File: config.mk
export PLATFORM = sky130hd
export DESIGN_NAME = fpop_dispatch
export DESIGN_NICKNAME = d
export VERILOG_FILES = /design/src/rtl/fpop_dispatch_pkg.sv /design/src/rtl/fpd_route_decode.sv /design/src/rtl/fpd_operand_hold.sv /design/src/rtl/fpd_cycle_timer.sv /design/src/rtl/fpd_result_merge.sv /design/src/rtl/fpop_dispatch.sv
export SDC_FILE = /design/constraint.sdc
export NUM_CORES = 1
export LEC_CHECK = 0
export BUFFER_PORTS_ARGS = -buffer_cell sky130_fd_sc_hd__buf_2
export CAP_MARGIN = 20
export CORE_AREA = 2 2 231 233
export CTS_CLUSTER_SIZE = 30
export DETAILED_ROUTE_END_ITERATION = 8
export DIE_AREA = 0 0 233 235
export PLACE_DENSITY = 0.54
export SLEW_MARGIN = 20
export SYNTH_ARGS = -nofsm -noshare
export SYNTH_HDL_FRONTEND = slang
export SYNTH_SLANG_ARGS = --single-unit
File: constraint.sdc
create_clock -name clk -period 4.25 [get_ports clk]
set_input_delay 0.2125 -clock clk [delete_from_list [all_inputs] [get_ports clk]]
set_output_delay 0.2125 -clock clk [all_outputs]
set_load 0.05 [all_outputs]
File: src/rtl/fpop_dispatch_pkg.sv
package fpop_dispatch_pkg;

  typedef enum logic [1:0] {
    OPC_ADD = 2'd0,
    OPC_SUB = 2'd1,
    OPC_MUL = 2'd2,
    OPC_DIV = 2'd3
  } opcode_e;

  typedef enum logic [1:0] {
    EU_ADDER = 2'd0,
    EU_SUBTR = 2'd1,
    EU_MULT  = 2'd2,
    EU_DIVID = 2'd3
  } exec_unit_e;

  localparam int unsigned NUM_UNITS = 4;

  typedef struct packed {
    exec_unit_e unit;
    logic       sign;
    logic       swap;
  } route_t;

  // Unit that actually performs the work, given the operation and signs.
  function automatic exec_unit_e choose_unit(opcode_e op, logic sa, logic sb);
    exec_unit_e u;
    case (op)
      OPC_ADD: u = (sa == sb) ? EU_ADDER : EU_SUBTR;
      OPC_SUB: u = (sa != sb) ? EU_ADDER : EU_SUBTR;
      OPC_MUL: u = EU_MULT;
      default: u = EU_DIVID;
    endcase
    return u;
  endfunction

  // Sign of the final result once the unit has produced a magnitude.
  function automatic logic final_sign(opcode_e op, exec_unit_e u, logic sa,
                                      logic sb, logic a_bigger, logic same_mag);
    logic s;
    logic b_eff;
    b_eff = sb ^ (op == OPC_SUB);
    case (u)
      EU_ADDER: s = sa;
      EU_SUBTR: s = same_mag ? 1'b0 : (a_bigger ? sa : b_eff);
      default:  s = sa ^ sb;
    endcase
    return s;
  endfunction

endpackage

File: src/rtl/fpd_route_decode.sv
module fpd_route_decode
  import fpop_dispatch_pkg::*;
#(
  parameter int unsigned W = 64
) (
  input  logic [1:0]   op_sel,
  input  logic [W-1:0] opa,
  input  logic [W-1:0] opb,
  output route_t       route,
  output logic [W-2:0] mag_first,
  output logic [W-2:0] mag_second
);

  localparam int unsigned MW = W - 1;

  logic [MW-1:0] mag_a;
  logic [MW-1:0] mag_b;
  logic          sign_a;
  logic          sign_b;
  logic          a_bigger;
  logic          same_mag;
  opcode_e       op;
  exec_unit_e    unit;

  assign mag_a    = opa[MW-1:0];
  assign mag_b    = opb[MW-1:0];
  assign sign_a   = opa[W-1];
  assign sign_b   = opb[W-1];
  assign a_bigger = mag_a > mag_b;
  assign same_mag = mag_a == mag_b;
  assign op       = opcode_e'(op_sel);
  assign unit     = choose_unit(op, sign_a, sign_b);

  always_comb begin
    route.unit = unit;
    route.sign = final_sign(op, unit, sign_a, sign_b, a_bigger, same_mag);
    route.swap = (unit == EU_SUBTR) && !a_bigger && !same_mag;
  end

  assign mag_first  = route.swap ? mag_b : mag_a;
  assign mag_second = route.swap ? mag_a : mag_b;

endmodule

File: src/rtl/fpd_operand_hold.sv
module fpd_operand_hold
  import fpop_dispatch_pkg::*;
#(
  parameter int unsigned W = 64
) (
  input  logic         clk,
  input  logic         rst_n,
  input  logic         load,
  input  route_t       route_in,
  input  logic [W-2:0] first_in,
  input  logic [W-2:0] second_in,
  output route_t       route_q,
  output logic [W-2:0] first_q,
  output logic [W-2:0] second_q
);

  always_ff @(posedge clk) begin
    if (!rst_n) begin
      route_q  <= '{unit: EU_ADDER, sign: 1'b0, swap: 1'b0};
      first_q  <= '0;
      second_q <= '0;
    end else if (load) begin
      route_q  <= route_in;
      first_q  <= first_in;
      second_q <= second_in;
    end
  end

endmodule

File: src/rtl/fpd_cycle_timer.sv
module fpd_cycle_timer
  import fpop_dispatch_pkg::*;
#(
  parameter int unsigned LAT_ADD = 20,
  parameter int unsigned LAT_SUB = 21,
  parameter int unsigned LAT_MUL = 24,
  parameter int unsigned LAT_DIV = 71
) (
  input  logic       clk,
  input  logic       rst_n,
  input  logic       enable,
  input  logic       en_rise,
  input  exec_unit_e unit,
  output logic       start_now,
  output logic       ready
);

  localparam int unsigned MAX_AS = (LAT_ADD > LAT_SUB) ? LAT_ADD : LAT_SUB;
  localparam int unsigned MAX_MD = (LAT_MUL > LAT_DIV) ? LAT_MUL : LAT_DIV;
  localparam int unsigned MAX_LAT = (MAX_AS > MAX_MD) ? MAX_AS : MAX_MD;
  localparam int unsigned CW = $clog2(MAX_LAT + 1);

  logic          active_q;
  logic [CW-1:0] count_q;
  logic [CW-1:0] limit;
  logic          at_limit;

  always_comb begin
    case (unit)
      EU_ADDER: limit = CW'(LAT_ADD);
      EU_SUBTR: limit = CW'(LAT_SUB);
      EU_MULT:  limit = CW'(LAT_MUL);
      default:  limit = CW'(LAT_DIV);
    endcase
  end

  assign at_limit = count_q == limit;

  always_ff @(posedge clk) begin
    if (!rst_n) begin
      active_q <= 1'b0;
      count_q  <= '0;
    end else if (!enable) begin
      active_q <= 1'b0;
      count_q  <= '0;
    end else if (en_rise) begin
      active_q <= 1'b1;
      count_q  <= CW'(1);
    end else if (active_q && !at_limit) begin
      count_q  <= count_q + CW'(1);
    end
  end

  assign start_now = active_q && (count_q == CW'(1));
  assign ready     = active_q && at_limit;

endmodule

File: src/rtl/fpd_result_merge.sv
module fpd_result_merge
  import fpop_dispatch_pkg::*;
#(
  parameter int unsigned W = 64
) (
  input  exec_unit_e   unit,
  input  logic         sign,
  input  logic         ready,
  input  logic [W-1:0] add_res,
  input  logic [W-1:0] sub_res,
  input  logic [W-1:0] mul_res,
  input  logic [W-1:0] div_res,
  output logic [W-1:0] result
);

  logic [W-1:0] picked;

  always_comb begin
    case (unit)
      EU_ADDER: picked = add_res;
      EU_SUBTR: picked = sub_res;
      EU_MULT:  picked = mul_res;
      default:  picked = div_res;
    endcase
  end

  assign result = ready ? {sign, picked[W-2:0]} : '0;

endmodule

File: src/rtl/fpop_dispatch.sv
module fpop_dispatch
  import fpop_dispatch_pkg::*;
#(
  parameter int unsigned W       = 64,
  parameter int unsigned LAT_ADD = 20,
  parameter int unsigned LAT_SUB = 21,
  parameter int unsigned LAT_MUL = 24,
  parameter int unsigned LAT_DIV = 71
) (
  input  logic                 clk,
  input  logic                 rst_n,
  input  logic                 enable,
  input  logic [1:0]           op_sel,
  input  logic [W-1:0]         opa,
  input  logic [W-1:0]         opb,
  input  logic [W-1:0]         add_res,
  input  logic [W-1:0]         sub_res,
  input  logic [W-1:0]         mul_res,
  input  logic [W-1:0]         div_res,
  output logic [NUM_UNITS-1:0] unit_start,
  output logic [W-1:0]         unit_a,
  output logic [W-1:0]         unit_b,
  output logic [W-1:0]         result,
  output logic                 ready
);

  logic         en_q;
  logic         en_rise;
  route_t       route_d;
  route_t       route_q;
  logic [W-2:0] first_d;
  logic [W-2:0] second_d;
  logic [W-2:0] first_q;
  logic [W-2:0] second_q;
  logic         start_now;

  always_ff @(posedge clk) begin
    if (!rst_n) en_q <= 1'b0;
    else        en_q <= enable;
  end

  assign en_rise = enable && !en_q;

  fpd_route_decode #(.W(W)) decode_i (
    .op_sel    (op_sel),
    .opa       (opa),
    .opb       (opb),
    .route     (route_d),
    .mag_first (first_d),
    .mag_second(second_d)
  );

  fpd_operand_hold #(.W(W)) hold_i (
    .clk      (clk),
    .rst_n    (rst_n),
    .load     (en_rise),
    .route_in (route_d),
    .first_in (first_d),
    .second_in(second_d),
    .route_q  (route_q),
    .first_q  (first_q),
    .second_q (second_q)
  );

  fpd_cycle_timer #(
    .LAT_ADD(LAT_ADD),
    .LAT_SUB(LAT_SUB),
    .LAT_MUL(LAT_MUL),
    .LAT_DIV(LAT_DIV)
  ) timer_i (
    .clk      (clk),
    .rst_n    (rst_n),
    .enable   (enable),
    .en_rise  (en_rise),
    .unit     (route_q.unit),
    .start_now(start_now),
    .ready    (ready)
  );

  for (genvar u = 0; u < NUM_UNITS; u++) begin : g_start
    assign unit_start[u] = start_now && (route_q.unit == exec_unit_e'(u));
  end

  assign unit_a = {1'b0, first_q};
  assign unit_b = {1'b0, second_q};

  fpd_result_merge #(.W(W)) merge_i (
    .unit   (route_q.unit),
    .sign   (route_q.sign),
    .ready  (ready),
    .add_res(add_res),
    .sub_res(sub_res),
    .mul_res(mul_res),
    .div_res(div_res),
    .result (result)
  );

endmodule

==> metrics.csv, run 1 <==
stage,metric,value,unit
outcome,status,finished clean,
cells_and_area,fraction of layout cells with a size suffix above 1,43.67,%
cells_and_area,area grow syn2layout,39.03,%
placement,IO Port Bufs,579,
synth,Post-synth EDFFs,0,
clocking,CTS sink count,138,
setup_path,Worst EP arrival,3230,ps
pwr,Sw Ratio,37.49,%
job,maxcap violations,0,
synth,#FFs+latches synth,138,
synth,post-synthesis xor/xnor area fraction,0.6709,%
global_routing,GRT overflow,0,
setup_path,CP Class,register to output pin,
setup_path,Setup crit start kind,register,
pwr,worst ir drop on vdd,0.0002670,V
worst_hold_path,Hold Path Class,input pin to register,
floorplanning,chip width,233,um
cells_and_area,post-layout util,27.80,%
synth,Synth Instances,1195,
global_routing,vias in the first global route,11615,
route,vias per cell,4.911,
sta,Tcrit/Tclk final,80.93,%
synth,Post-Syn Area per Cell,8.740,sq um
pwr,share of power burned in registers,32.6,%
route,Vias,11851,
clocking,CTS Buf Count,17,
synth,post-synthesis compound-gate area fraction,29.94,%
sta,Final Hold Viols,0,
synth,YS warnings,0,
setup_path,Required @ worst endpoint,4040,ps
pwr,switching power,1691,uW
route,final WL,55.92,mm
clocking,Clock Latency Late Sink,440,ps
route,Final ANT Viol Nets,0,
clocking,Worst-path clk slew,70,ps
setup_path,worst-path fanout max,64,
sta,"crit path setup slack, layout",810.5,ps
clocking,CTS Buffer Depth,2,
route,Residual DRC,0,
floorplanning,# rows,84,
synth,Post-Synth Simple-Gate Area,13.71,%
placement,Routability Congestion,0.9096,
synth,post-synthesis mux area share,13.69,%
route,drt pass-1 iters,5,
global_routing,Tot GR Track Use,19.62,%
sta,fmax,0.2907,GHz
cells_and_area,nets,2147,
synth,asr flop ratio synth,0,%
cells_and_area,final std cells w/o fill,2413,
global_routing,pin count of the biggest net entering global routing,129,
floorplanning,die height,235,um
sta,RSZ-0062 raised after global routing,false,
sta,Tightest Pin Transition,885.1,ps
global_routing,first-pass GRT wire length,78.65,mm
sta,Slew Limit Fails,0,
setup_path,crit path capture type,output pin,
synth,"Distinct cells, synth",53,
floorplanning,Die Area,54760,sq um
pwr,Lkg Pwr,0.006873,uW
synth,Synth Area in Adders,7.787,%
floorplanning,Starting Density,19.99,%
floorplanning,Core Region,52240,sq um
synth,register area share after synthesis,26.45,%
synth,ys flop type,dfxtp_1,
sta,Rel. slew slack,40.99,%
route,DR WL/cell,23.17,um
global_routing,initial antenna violation count,42,
floorplanning,io pins,586,
clocking,CTS H-Tree Depth,4,
synth,synthesized area,10440,sq um
pwr,Clk pwr share,35.0,%
pwr,Int Pwr,2820,uW
sta,min Tclk post-route,3440,ps
route,number of DRC markers in iteration 0,652,
pwr,Logic pwr share,32.4,%
clocking,Root Buffer,clkbuf_16,
clocking,Post-CTS Resized,0,
placement,Final HPWL DP,44.40,mm
placement,placed cells,2362,
synth,main combinational cell family by area after synthesis,compound AO/OA/AOI/OAI gates,
pwr,power per cell area,310.7,nW/um^2
sta,setup total negative slack,0,ps
clocking,# Post-CTS Setup Buffers,0,
sta,Setup-failing EPs final,0,
cells_and_area,FILL cells,5663,
sta,Worst Clk Skew,9.502,ps
clocking,Hold Buf Count CTS,0,
clocking,CTS tree,built,
placement,DP Worst Slack,977.3,ps
-- flip-flops by register name, indices dropped and copies added, names as in the netlist --
register and flops:
timer_i.active_q 1, hold_i.second_q 63, hold_i.route_q 3, en_q 1, hold_i.first_q 63, timer_i.count_q 7
-- Yosys cell counts (all sizes together), types with 2 or more instances --
cell    number  area share, %
nor2       143            5.1
dfxtp      138             26
o21ai      136            6.5
a211oi     129             11
a21boi     128            9.2
clkbuf      81            2.9
inv         69            2.5
and3        67            4.0
ha          65            7.8
mux4        63             14
buf         37            2.3
a21oi       33            1.6
nand2       25           0.90
nand4       17            1.1
nand3       11           0.58
xor2         6           0.50
a21o         5           0.36
nor3         5           0.24
nor3b        3           0.22
nor4         3           0.30
nor4b        3           0.46
o211ai       3           0.22
a221oi       2           0.17
and2         2           0.14
and4         2           0.17
o211a        2           0.19
or3          2           0.12
xnor2        2           0.17
-- per-layer routing --
layer	track usage [%]	routed length, um
met1	19.22	18950
met3	4.587	3840
met4	12.41	3071
met2	36.61	29980
met5	0	76
-- stage by stage --
stage                     hold slack [ps]  instance area, sq um  total power [uW]
final                               98.63                 14520              4511
after global routing                98.70                 14520              4729
after CTS                           65.82                 14470              4564
after detailed placement            526.7                 13860              2961
after global placement              513.7                 13860              2944
after floorplan                     358.9                 10450              2460
-- cells in the final DEF (no fill, tap or decap), types with 3 or more instances in the layout --
master,instances
a21oi_1,33
mux4_2,63
and3_1,67
xor2_1,6
diode_2,19
ha_1,65
a21o_1,5
o211ai_1,3
clkbuf_16,17
a211oi_2,40
inv_6,3
buf_4,16
clkinvlp_4,4
nand4_1,16
inv_1,69
nor3b_1,3
o21ai_0,135
a211oi_1,89
nand3_1,10
clkbuf_8,3
a21boi_0,128
nand2_1,25
nor2_1,143
dfxtp_1,135
buf_2,578
nor3_1,5
dfxtp_4,3
-- critical path, cell delays in order, from the launching register on --
cell and delay [ps]:
dfxtp_4 660, nand2_1 180, or3_1 420, a221oi_4 320, buf_4 520, and3_1 250, buf_2 390
-- worst paths after layout --
kind | startpoint | endpoint | slack (ps) | cells after the start
hold reg to reg | en_q$_SDFF_PN0_ | timer_i.active_q$_SDFFE_PN0P_ | 530 | 1
hold / removal | enable | timer_i.active_q$_SDFFE_PN0P_ | 100 | 3
setup reg to reg | hold_i.route_q[2]$_SDFFE_PN0P_ | timer_i.count_q[4]$_SDFFE_PP0P_ | 2020 | 7
setup / recovery | hold_i.route_q[2]$_SDFFE_PN0P_ | result[26] | 810 | 6
-- area by class of cell --
class                      count  area [sq um]  share of cell area [%]
multi-input combinational    871          6920                   47.66
timing repair buffer         596          3053                   21.03
sequential                   138          2774                   19.10
tap                          688         860.8                   5.928
clock buffer                  20         466.7                   3.214
inverter                      69         259.0                   1.784
clock inverter                12         138.9                  0.9565
antenna                       19         47.55                  0.3274
-- power by group through the flow --
stage	Sequential (uW)	Clock [uW]	Combinational (uW)
floorplan	1830	0	628
global placement	1500	0	1450
detailed placement	1500	0	1460
CTS	1470	1620	1470
global route	1490	1670	1570
finish	1470	1580	1460
-- cells by family (layout without fill, tap and decap cells) --
kind of cell,Yosys count,in the layout
compound gates,444,444
simple gates,288,288
buf+inv,187,697
flops,138,138
fa+ha+maj,65,65
mux,64,64
xor+xnor,8,8
other cells,1,21
Power figures use the tool's default switching activity.
==> inputs of run 2 (changes only) <==
Settings changed: CORE_AREA 2 2 231 233 to 2 2 225 227, DIE_AREA 0 0 233 235 to 0 0 227 229, PLACE_DENSITY 0.54 to 0.55.
Clock period 4.25 ns to 3.45 ns, I/O delays scaled along.
==> metrics.csv, run 2 (synthesized netlist as in run 1, its figures left out) <==
stage,metric,value,unit,change
outcome,status,finished clean,,
setup_path,cells along the critical path,"buf_12, nand4b_1, a221oi_4, buf_4, and3_1, buf_2",,
cells_and_area,final std cells w/o fill,2409,,-0.17%
setup_path,Setup crit end,result[32],,
setup_path,Reg2Reg Setup Slack,1200,ps,-820 ps
setup_path,CP Depth,6,,unchanged
setup_path,crit path capture type,output pin,,
setup_path,cell family with most CP delay,buffers and inverters,,
clocking,# Post-CTS Setup Buffers,0,,unchanged
floorplanning,Die Area,51980,sq um,-5.1%
sta,"crit path setup slack, layout",559.1,ps,-251.4 ps
global_routing,GRT overflow,0,,unchanged
route,DR WL/cell,24.24,um,+4.6%
setup_path,worst path buffer plus inverter count,3,,+1
route,Final ANT Viol Nets,0,,unchanged
global_routing,vias in the first global route,11863,,+2.1%
global_routing,first-pass GRT wire length,81.63,mm,+3.8%
global_routing,pin count of the biggest net entering global routing,130,,+0.78%
route,number of DRC markers in iteration 0,676,,+3.7%
route,drt pass-1 iters,5,,unchanged
sta,Rel. slew slack,39.93,%,-1.1 points
sta,min Tclk post-route,2891,ps,
clocking,CTS tree,built,,
floorplanning,# rows,82,,-2.4%
clocking,Worst-path clk slew,70,ps,about the same
pwr,Lkg Pwr,0.007013,uW,+2.0%
pwr,Clk pwr share,35.3,%,+0.3 points
setup_path,Setup crit start kind,register,,
setup_path,CP Class,register to output pin,,
setup_path,worst-path fanout max,69,,+7.8%
floorplanning,io pins,586,,unchanged
clocking,CTS Buf Count,17,,unchanged
cells_and_area,fraction of layout cells with a size suffix above 1,43.93,%,+0.26 points
floorplanning,Starting Density,21.03,%,+1.0 points
clocking,Hold Buf Count CTS,0,,unchanged
pwr,Logic pwr share,33.1,%,+0.7 points
placement,Routability Congestion,0.8606,,-5.4%
placement,DP Worst Slack,383.4,ps,-593.9 ps
cells_and_area,"commonest non-fill, non-tap cell in the layout",buf_2,,
sta,Tightest Pin Transition,901.1,ps,+15.93 ps
clocking,CTS H-Tree Depth,4,,unchanged
setup_path,Worst Setup SP,hold_i.route_q[2]$_SDFFE_PN0P_,,
sta,Worst Clk Skew,22.76,ps,+13.26 ps
setup_path,CP max-delay cell,buf_4,,
route,Vias,12051,,+1.7%
pwr,Int Pwr,3548,uW,+26%
pwr,Pwr Total,5672,uW,+26%
pwr,worst ir drop on vdd,0.0003581,V,+34%
clocking,Post-CTS Resized,0,,unchanged
pwr,share of power burned in registers,31.6,%,-1.0 points
cells_and_area,most frequent cells in the layout,"buf_2, nor2_1, o21ai_0, dfxtp_1, a21boi_0",,
pwr,switching power,2124,uW,+26%
floorplanning,Core Region,49660,sq um,-4.9%
worst_hold_path,Hold Path Class,input pin to register,,
setup_path,Required @ worst endpoint,3280,ps,-760 ps
route,final WL,58.40,mm,+4.4%
clocking,Clock Latency Late Sink,460,ps,+20 ps
clocking,CTS Buffer Depth,2,,unchanged
sta,setup total negative slack,0,ps,unchanged
global_routing,Tot GR Track Use,21.74,%,+2.1 points
placement,Final HPWL DP,45.79,mm,+3.1%
setup_path,Worst EP arrival,2720,ps,-510 ps
global_routing,initial antenna violation count,54,,+29%
placement,IO Port Bufs,579,,unchanged
clocking,CTS sink count,138,,unchanged
floorplanning,chip width,227,um,-2.6%
route,vias per cell,5.002,,+1.9%
setup_path,Worst path max stage delay,400,ps,-260 ps
setup_path,Reg2Reg Depth,9,,+2
cells_and_area,Largest regs,"hold_i.first_q (63), hold_i.second_q (63), timer_i.count_q (7)",,
sta,Slew Limit Fails,0,,unchanged
cells_and_area,post-layout util,30.15,%,+2.4 points
pwr,Sw Ratio,37.45,%,about the same
cells_and_area,area grow syn2layout,43.36,%,
job,maxcap violations,0,,unchanged
sta,Tcrit/Tclk final,83.79,%,
setup_path,reg-to-reg endpoint,timer_i.count_q[4]$_SDFFE_PP0P_,,
sta,Setup-failing EPs final,0,,unchanged
setup_path,worst flop-to-flop path startpoint,hold_i.route_q[2]$_SDFFE_PN0P_,,
sta,RSZ-0062 raised after global routing,false,,
pwr,power per cell area,378.8,nW/um^2,+22%
floorplanning,die height,229,um,-2.6%
cells_and_area,nets,2155,,+0.37%
route,Residual DRC,0,,unchanged
sta,fmax,0.3459,GHz,
sta,Final Hold Viols,0,,unchanged
placement,placed cells,2354,,-0.34%
clocking,Root Buffer,clkbuf_16,,
run 2: how the worst min path moves through the flow:
stage	from	end	cells after the start
floorplan	enable	en_q$_SDFF_PN0_	2
global placement	timer_i.active_q$_SDFFE_PN0P_	timer_i.active_q$_SDFFE_PN0P_	2
detailed placement	timer_i.active_q$_SDFFE_PN0P_	timer_i.active_q$_SDFFE_PN0P_	2
CTS	enable	timer_i.active_q$_SDFFE_PN0P_	3
global route	enable	timer_i.active_q$_SDFFE_PN0P_	3
finish	enable	timer_i.active_q$_SDFFE_PN0P_	3
run 2: power by group through the flow:
| stage | Sequential [uW] | Combinational (uW) | Clock, uW |
|---|---|---|---|
| 2_1_floorplan | 2260 | 774 | 0 |
| 3_3_place_gp | 1820 | 1850 | 0 |
| 3_5_place_dp | 1820 | 1870 | 0 |
| 4_1_cts | 1790 | 1880 | 2050 |
| 5_1_grt | 1810 | 2010 | 2120 |
| 6_report | 1790 | 1880 | 2000 |
run 2: tightest hold or removal path: cells and delay by family:
family          cells  cell delay (ps)
simple gates        1              100
buf+inv             1              130
compound gates      1               50
run 2: per-stage QoR:
stage | hold slack [ps] | cell area, sq um
after floorplan | 318.9 | 10450
after global placement | 467.4 | 14290
after detailed placement | 466.7 | 14290
after CTS | 9.808 | 14910
after global routing | 57.17 | 14960
final | 40.62 | 14970
run 2: area by class of cell:
| type | count | area [sq um] |
|---|---|---|
| Timing Repair Buffer | 604 | 3501 |
| Sequential cell | 138 | 2771 |
| Inverter | 69 | 259.0 |
| Antenna cell | 23 | 57.56 |
| Clock inverter | 14 | 182.7 |
| Clock buffer | 18 | 439.2 |
| Multi-Input combinational cell | 871 | 6920 |
| Fill cell | 5368 | 34690 |
| Tap cell | 672 | 840.8 |
run 2: routing by layer:
metal  vias up  track usage [%]  part of all wire (%)
met1      5824            21.63                    34
met3       131            5.401                   7.3
met4        16            11.74                   4.2
met5         -                0                  0.17
met2       595            40.90                    54
li1       5485                -                     -
